<file path="src/rtl/rstk_pkg.sv">
// Shared definitions for the return address stack.
// Assumes: requests are single-cycle strobes sampled on the rising clock edge.
package rstk_pkg;

    typedef enum logic [1:0] {
        STK_IDLE  = 2'd0,
        STK_PUSH  = 2'd1,
        STK_POP   = 2'd2,
        STK_CLASH = 2'd3
    } stk_op_e;

    // Map the raw request strobes to one operation; a clash still pops.
    function automatic stk_op_e stk_decode(input logic push, input logic pop);
        if (push && pop) return STK_CLASH;
        if (pop)         return STK_POP;
        if (push)        return STK_PUSH;
        return STK_IDLE;
    endfunction

endpackage

</file>
<file path="src/rtl/rstk_index.sv">
// Slot index and occupancy count of the circular return stack.
// Assumes: DEPTH is a power of two so that the index wraps naturally.
module rstk_index
    import rstk_pkg::*;
#(
    parameter int DEPTH = 4,
    localparam int IW = $clog2(DEPTH),
    localparam int CW = $clog2(DEPTH + 1)
) (
    input  logic          clk,
    input  logic          rst_n,
    input  stk_op_e       op,
    output logic [IW-1:0] wr_slot,
    output logic          wr_en,
    output logic [IW-1:0] rd_slot,
    output logic          rd_en,
    output logic          is_full,
    output logic          is_empty,
    output logic          clash_q
);

    logic [IW-1:0] idx_q;
    logic [CW-1:0] cnt_q;
    logic          do_pop;

    // Derive status and slot selection from the current index and count.
    always_comb begin
        is_full  = (cnt_q == CW'(DEPTH));
        is_empty = (cnt_q == '0);
        do_pop   = (op == STK_POP) || (op == STK_CLASH);
        wr_en    = (op == STK_PUSH);
        wr_slot  = idx_q;
        rd_en    = do_pop;
        rd_slot  = is_empty ? idx_q : idx_q - 1'b1;
    end

    // Advance the index and occupancy count for each operation.
    always_ff @(posedge clk) begin
        if (!rst_n) begin
            idx_q <= '0;
            cnt_q <= '0;
        end else if (wr_en) begin
            idx_q <= idx_q + 1'b1;
            if (!is_full) cnt_q <= cnt_q + 1'b1;
        end else if (do_pop && !is_empty) begin
            idx_q <= idx_q - 1'b1;
            cnt_q <= cnt_q - 1'b1;
        end
    end

    // Flag a simultaneous push and pop for exactly one cycle.
    always_ff @(posedge clk) begin
        if (!rst_n) clash_q <= 1'b0;
        else        clash_q <= (op == STK_CLASH);
    end

endmodule

</file>
<file path="src/rtl/rstk_store.sv">
// Register file holding the stacked return addresses.
// Assumes: at most one write per cycle; the read is combinational.
module rstk_store #(
    parameter int DEPTH = 4,
    parameter int AW    = 11,
    localparam int IW = $clog2(DEPTH)
) (
    input  logic          clk,
    input  logic          rst_n,
    input  logic          wr_en,
    input  logic [IW-1:0] wr_slot,
    input  logic [AW-1:0] wr_data,
    input  logic [IW-1:0] rd_slot,
    output logic [AW-1:0] rd_data
);

    logic [AW-1:0] slot_q [DEPTH];

    for (genvar g = 0; g < DEPTH; g++) begin : g_slot
        // Hold one return address; load it when this slot is written.
        always_ff @(posedge clk) begin
            if (!rst_n)
                slot_q[g] <= '0;
            else if (wr_en && (wr_slot == IW'(g)))
                slot_q[g] <= wr_data;
        end
    end

    // Select the slot to be popped.
    always_comb rd_data = slot_q[rd_slot];

endmodule

</file>
<file path="src/rtl/return_stack.sv">
// Return address stack: circular buffer that keeps the newest DEPTH entries.
// Assumes: the core stops issuing interrupt pushes while full is high.
module return_stack
    import rstk_pkg::*;
#(
    parameter int DEPTH = 4,
    parameter int AW    = 11,
    localparam int IW = $clog2(DEPTH)
) (
    input  logic          clk,
    input  logic          rst_n,
    input  logic          push_req,
    input  logic [AW-1:0] push_addr,
    input  logic          pop_req,
    output logic [AW-1:0] pop_addr,
    output logic          full,
    output logic          empty,
    output logic          conflict
);

    stk_op_e       op;
    logic [IW-1:0] wr_slot, rd_slot;
    logic          wr_en, rd_en;
    logic [AW-1:0] rd_data;

    // Classify the request strobes of this cycle.
    always_comb op = stk_decode(push_req, pop_req);

    rstk_index #(.DEPTH(DEPTH)) u_index (
        .clk      (clk),
        .rst_n    (rst_n),
        .op       (op),
        .wr_slot  (wr_slot),
        .wr_en    (wr_en),
        .rd_slot  (rd_slot),
        .rd_en    (rd_en),
        .is_full  (full),
        .is_empty (empty),
        .clash_q  (conflict)
    );

    rstk_store #(.DEPTH(DEPTH), .AW(AW)) u_store (
        .clk     (clk),
        .rst_n   (rst_n),
        .wr_en   (wr_en),
        .wr_slot (wr_slot),
        .wr_data (push_addr),
        .rd_slot (rd_slot),
        .rd_data (rd_data)
    );

    // Register the popped address; keep it while no pop occurs.
    always_ff @(posedge clk) begin
        if (!rst_n)     pop_addr <= '0;
        else if (rd_en) pop_addr <= rd_data;
    end

endmodule

</file>
<file path="config.mk">
export PLATFORM = sky130hd
export DESIGN_NAME = return_stack
export DESIGN_NICKNAME = d
export VERILOG_FILES = /design/src/rtl/rstk_pkg.sv /design/src/rtl/rstk_index.sv /design/src/rtl/rstk_store.sv /design/src/rtl/return_stack.sv
export SDC_FILE = /design/constraint.sdc
export NUM_CORES = 1
export LEC_CHECK = 0
export BUFFER_PORTS_ARGS = -buffer_cell sky130_fd_sc_hd__clkbuf_2
export CAP_MARGIN = 25
export CORE_UTILIZATION = 58
export DETAILED_ROUTE_END_ITERATION = 10
export PLACE_DENSITY = 0.87
export SYNTH_ARGS = -nofsm -noshare
export SYNTH_HDL_FRONTEND = slang
export SYNTH_HIERARCHICAL = 1
export SYNTH_SLANG_ARGS = --single-unit
</file>
<file path="constraint.sdc">
create_clock -name clk -period 2.64 [get_ports clk]
set_input_delay 0.132 -clock clk [delete_from_list [all_inputs] [get_ports clk]]
set_output_delay 0.132 -clock clk [all_outputs]
set_load 0.02 [all_outputs]
</file>
== Word-level counts from Yosys, hierarchy flattened ==
Memory sizes are Yosys's and may differ from the RTL's. A register that Yosys moved wholly into a read port is not among the register bits.
Cells that the tools add are included.
Widths: inputs -> output; s select.

* Add/subtract/negate cells: 4
* $mul: 0
* Div/mod/pow operators: 0
* $lt $le $gt $ge: 0
* Equal/unequal tests: 8
* Shifts and indexed selects: 0
* Multiplexer cells: 35
* Bitwise operators: 4
* Reductions and logical operators: 13

{| class="wikitable"
|+ Operator list
! kind !! count
|-
| $mux 11 || 4
|-
| $mux 1 || 19
|-
| $mux 2 || 9
|-
| $mux 3 || 3
|-
| $eq 2x2->1 const B || 4
|-
| $logic_and 1x1->1 || 6
|-
| $eq 2x1->1 const B || 2
|-
| $or 1x1->1 || 4
|-
| $add 3x1->3 const B || 1
|-
| $eq 3x3->1 const B || 1
|-
| $logic_not 3->1 || 1
|-
| $sub 3x1->3 const B || 1
|-
| $add 2x1->2 const B || 1
|-
| $logic_not 1->1 || 2
|-
| $logic_not 2->1 || 1
|-
| $ne 2x2->1 const B || 1
|-
| $reduce_and 2->1 || 1
|-
| $reduce_bool 2->1 || 1
|-
| $sub 2x1->2 const B || 1
|-
| $logic_or 1x1->1 || 1
|}

* Register bits after elaboration: 6
* Latch bits: 0
* Bits in writable memories: 44
* ROM bits: 0
* Bits of input ports: 15
* Output and inout bits: 14
* Word-level logic and storage cells: 68
* Memories kept: 1

{| class="wikitable"
|+ Memory list
! memory !! words !! bits a word !! read ports !! clocked after memory_dff !! wr ports !! RTL line !! text
|-
| u_store.slot_q || 4 || 11 || 1 || 1 || 4 || rstk_store.sv:17 || <nowiki>logic [AW-1:0] slot_q [DEPTH];</nowiki>
|}

== Logic depth before layout (Yosys ltp) ==
* Word-level depth: 14
* Depth in mapped cells: 8
* Mapped depth without buffers: 6

== Cells and area by module ==
The synthesis kept the hierarchy.

{| class="wikitable"
|+ Modules (own cells, without submodules)
! module !! times used !! cells an instance !! area an instance (µm²) !! sequential area each (µm²)
|-
| rstk_store || 1 || 116 || 1,959.4 || 1,321.3
|-
| rstk_index || 1 || 50 || 425.4 || 120.1
|-
| return_stack || 1 || 37 || 421.7 || 220.2
|}

== Least setup slack after synthesis ==
OpenSTA, ideal clock, no wires.

* Kind: reg2reg
* Start point: reg u_index.cnt_q[1]
* End point: reg pop_addr[7], read port of u_store.slot_q
* Library setup time: 0.116 ns
* Arrival time: 1.992 ns
* Required time: 2.524 ns
* Path slack: 0.531 ns
* Cell stages (with the launch flop): 8
* Path buffers: 2
* Period minus slack after synthesis: 2.109 ns
* Cells stage by stage: dfxtp_1 buf_2 nor3_2 xnor2_1 buf_6 mux4_2 mux2i_1 nor2b_1

* Cells in the longest elaborated chain, start to end: 2

{| class="wikitable"
|+ RTL lines
! element !! RTL line !! text
|-
| start, declared || rstk_index.sv:23 || <nowiki>logic [CW-1:0] cnt_q;</nowiki>
|-
| start signal, assigned || rstk_index.sv:44 || <nowiki>if (!is_full) cnt_q <= cnt_q + 1'b1;</nowiki>
|-
| start signal, assigned || rstk_index.sv:47 || <nowiki>cnt_q <= cnt_q - 1'b1;</nowiki>
|-
| $logic_not 3->1 || rstk_index.sv:29 || <nowiki>is_empty = (cnt_q == '0);</nowiki>
|-
| via empty || return_stack.sv:17 || <nowiki>output logic empty,</nowiki>
|-
| $mux 2 || rstk_index.sv:34 || <nowiki>rd_slot = is_empty ? idx_q : idx_q - 1'b1;</nowiki>
|-
| via rd_slot[0] || return_stack.sv:22 || <nowiki>logic [IW-1:0] wr_slot, rd_slot;</nowiki>
|-
| end, declared || return_stack.sv:15 || <nowiki>output logic [AW-1:0] pop_addr,</nowiki>
|}

The timed path passes the listed nets, and every way through them passes these cells.
A chain may end at the register's enable or synchronous reset.

== Worst setup path after layout ==
* Start point: reg u_index.cnt_q[2]
* End point: reg pop_addr[10], read port of u_store.slot_q

* Cells in the longest elaborated chain, start to end: 2

{| class="wikitable"
|+ RTL lines
! element !! RTL line
|-
| $logic_not 3->1 || rstk_index.sv:29
|-
| $mux 2 || rstk_index.sv:34
|-
| via rd_slot[0] || return_stack.sv:22
|}

The timed path passes the listed nets, and every way through them passes these cells.

==> results.ini <==
[detailed_routing]
drtIter0Drc=123
drc=0
routed_wirelength_mm=5.20
avgRoutedWirePerCell_microns=17.8
postRouteAntennaNets=0
firstDrtPassIters=4
vias=1668
viasPerCell=5.71

[floorplan]
die_x_microns=71.6
ios=29
initial_core_util_pct=62.3
core-area_sq_um=4500
chipHeight_microns=71.6
row_count=24
dieArea_sq_um=5120

[cts]
clock_latency_ps=340
root_buffer=clkbuf_8
cts_max_path_buffers=2
cts_hold_buffers=0
cts.sinks=61
h-tree-depth=3
cts_setup_buffers=0
post_cts_resized=0
path_clk_slew_ps=70
cts_tree=yes
cts_buffers=9

[global_routing]
grt_pass1_vias=1706
grt_max_degree=25
grt_usage_pct=24.1
grt_pass1_wl_mm=8.69
grt.overflow.total=0
antenna_found_initial=0

[sta]
setup_tns_ps=0
finalHoldViolations=0
drv_slew=0
worst_hold_slack_ps=106
post-route-period-util_pct=80.2
rsz0062_at_grt=false
worst_pin_slew_ps=620
slew_headroom_pct=58.6
finClkSkew_ps=6.14
finalSetupViolCount=0
finalCriticalPeriod_ps=2120
max_freq_ghz=0.472

[status]
outcome=finished, final reports clean

[place]
place_inst=275
gp_congestion=0.751
dp_hpwl_mm=3.30
port-buffer-count=28

[yosys]
syn_inst=203
ys_seq_area_share_pct=59.2
syn_nets=219
synth_cell_type_count=36
yosys_warnings=6
async_flop_share_pct=0
synth-edff-count=44
synth-main-ff-cell=edfxtp_1
postSynthAreaPerCell_sq_um=13.8
yosys_register_bits=61
synthesis.area_sq_um=2810

[critical_path]
end_kind=register
cp-start-kind=register
critPathKind=register to register
required_ps=2860
cp_slowest_stage_delay_ps=550
worstPathMaxFanout=10
cp_cell_sequence=nor3_2 > xnor2_2 > buf_8 > mux4_1 > mux2i_1 > nor2b_1
critPathSlowestCell=mux4_1
cp.arrival_ps=2340

[job]
drv_cap=0

[finish]
layout_common_cells=44 x and2_1, 44 x edfxtp_1, 28 x clkbuf_2
diodes=0
syn_to_final_growth_pct=13.2
drive_gt1_share_pct=26.7
nNetsFinal=251
stdcell_count=292

[min_path]
hp-class=primary input to register

[pwr]
total_leakage_power_uw=0.00127
vdd_drop_max_mv=0.352
powerDensity_nw_per_um2=820

-- layout make-up --
cell class / count / area (sq um)
clock buffer: 10 / 128
sequential: 61 / 1660
inverter: 3 / 11.3
tap: 52 / 65.1
clock inverter: 6 / 53.8
timing repair buffer: 36 / 208
multi-input combinational: 124 / 1050
fill: 302 / 1330
-- cell usage after synthesis, types with 2 or more instances --
| cell | count | area share [%] |
|---|---|---|
| a21oi_1 | 3 | 0.53 |
| and2_1 | 44 | 9.8 |
| and4b_1 | 2 | 0.71 |
| buf_2 | 5 | 0.89 |
| buf_6 | 3 | 1.2 |
| clkbuf_1 | 4 | 0.53 |
| clkbuf_2 | 2 | 0.36 |
| dfxtp_1 | 17 | 12 |
| edfxtp_1 | 44 | 47 |
| inv_1 | 3 | 0.40 |
| mux2i_1 | 12 | 4.3 |
| mux4_2 | 10 | 8.0 |
| nand2_1 | 4 | 0.53 |
| nand2b_1 | 5 | 1.1 |
| nor2_1 | 2 | 0.27 |
| nor2b_1 | 12 | 2.7 |
| o21ai_0 | 8 | 1.4 |
| or3_1 | 2 | 0.45 |
| xnor2_1 | 3 | 0.94 |
| xor2_1 | 2 | 0.62 |
-- metrics by stage --
stage | utilization [%] | area (sq um) | power [uW] | setup WS [ps]
6_report | 70.5 | 3180 | 2610 | 522
5_1_grt | 70.5 | 3180 | 2720 | 389
3_5_place_dp | 66.2 | 2980 | 1830 | 140
3_3_place_gp | 66.2 | 2980 | 1810 | 258
4_1_cts | 70.2 | 3160 | 2600 | 123
2_1_floorplan | - | 2810 | 1680 | 531
-- logic make-up (layout without fill, tap and decap cells) --
kind of cell    Yosys count  count (layout)  share of synthesized area (%)
xor+xnor                  5               5                           1.56
fa+ha+maj                 1               1                          0.446
buf+inv                  18              55                           3.66
mux                      24              24                           13.6
simple gates             78              78                           17.9
flops                    61              61                           59.2
compound gates           16              16                           3.61
-- critical path: cells and delay by family (launching register included) --
kind / cells / cell delay, ps
buffers and inverters: 1 / 210
XOR/XNOR: 1 / 190
multiplexers: 2 / 710
flip-flops: 1 / 420
AND/OR/NAND/NOR: 2 / 470
-- flip-flops by register name (all words and copies together) (netlist names) --
register / cells
pop_addr: 11
u_index/clash_q: 1
u_index/cnt_q: 3
u_index/wr_slot: 2
u_store/slot_q: 44
-- power by group --
part / switching, uW / internal [uW]
Combinational: 325 / 327
Clock: 344 / 424
Sequential: 61.6 / 1120
Total: 731 / 1880
-- layer usage --
layer | part of all wire, % | global-route usage, %
met4 | 3.2 | 12.6
met1 | 44 | 30.9
met3 | 5.7 | 6.19
met5 | 0 | 0
met2 | 47 | 38.2
-- worst paths after layout --
path	startpoint	to	slack [ps]	depth (start not counted)
worst max-delay path	u_index/cnt_q[2]	pop_addr[10]	520	6
worst min-delay path	push_addr[6]	u_store/slot_q[1][6]	110	2
worst max register to register	u_index/cnt_q[2]	pop_addr[10]	520	6
worst min register to register	pop_addr[5]	pop_addr[5]	520	2
No activity file was read; power rests on OpenSTA's default activity.
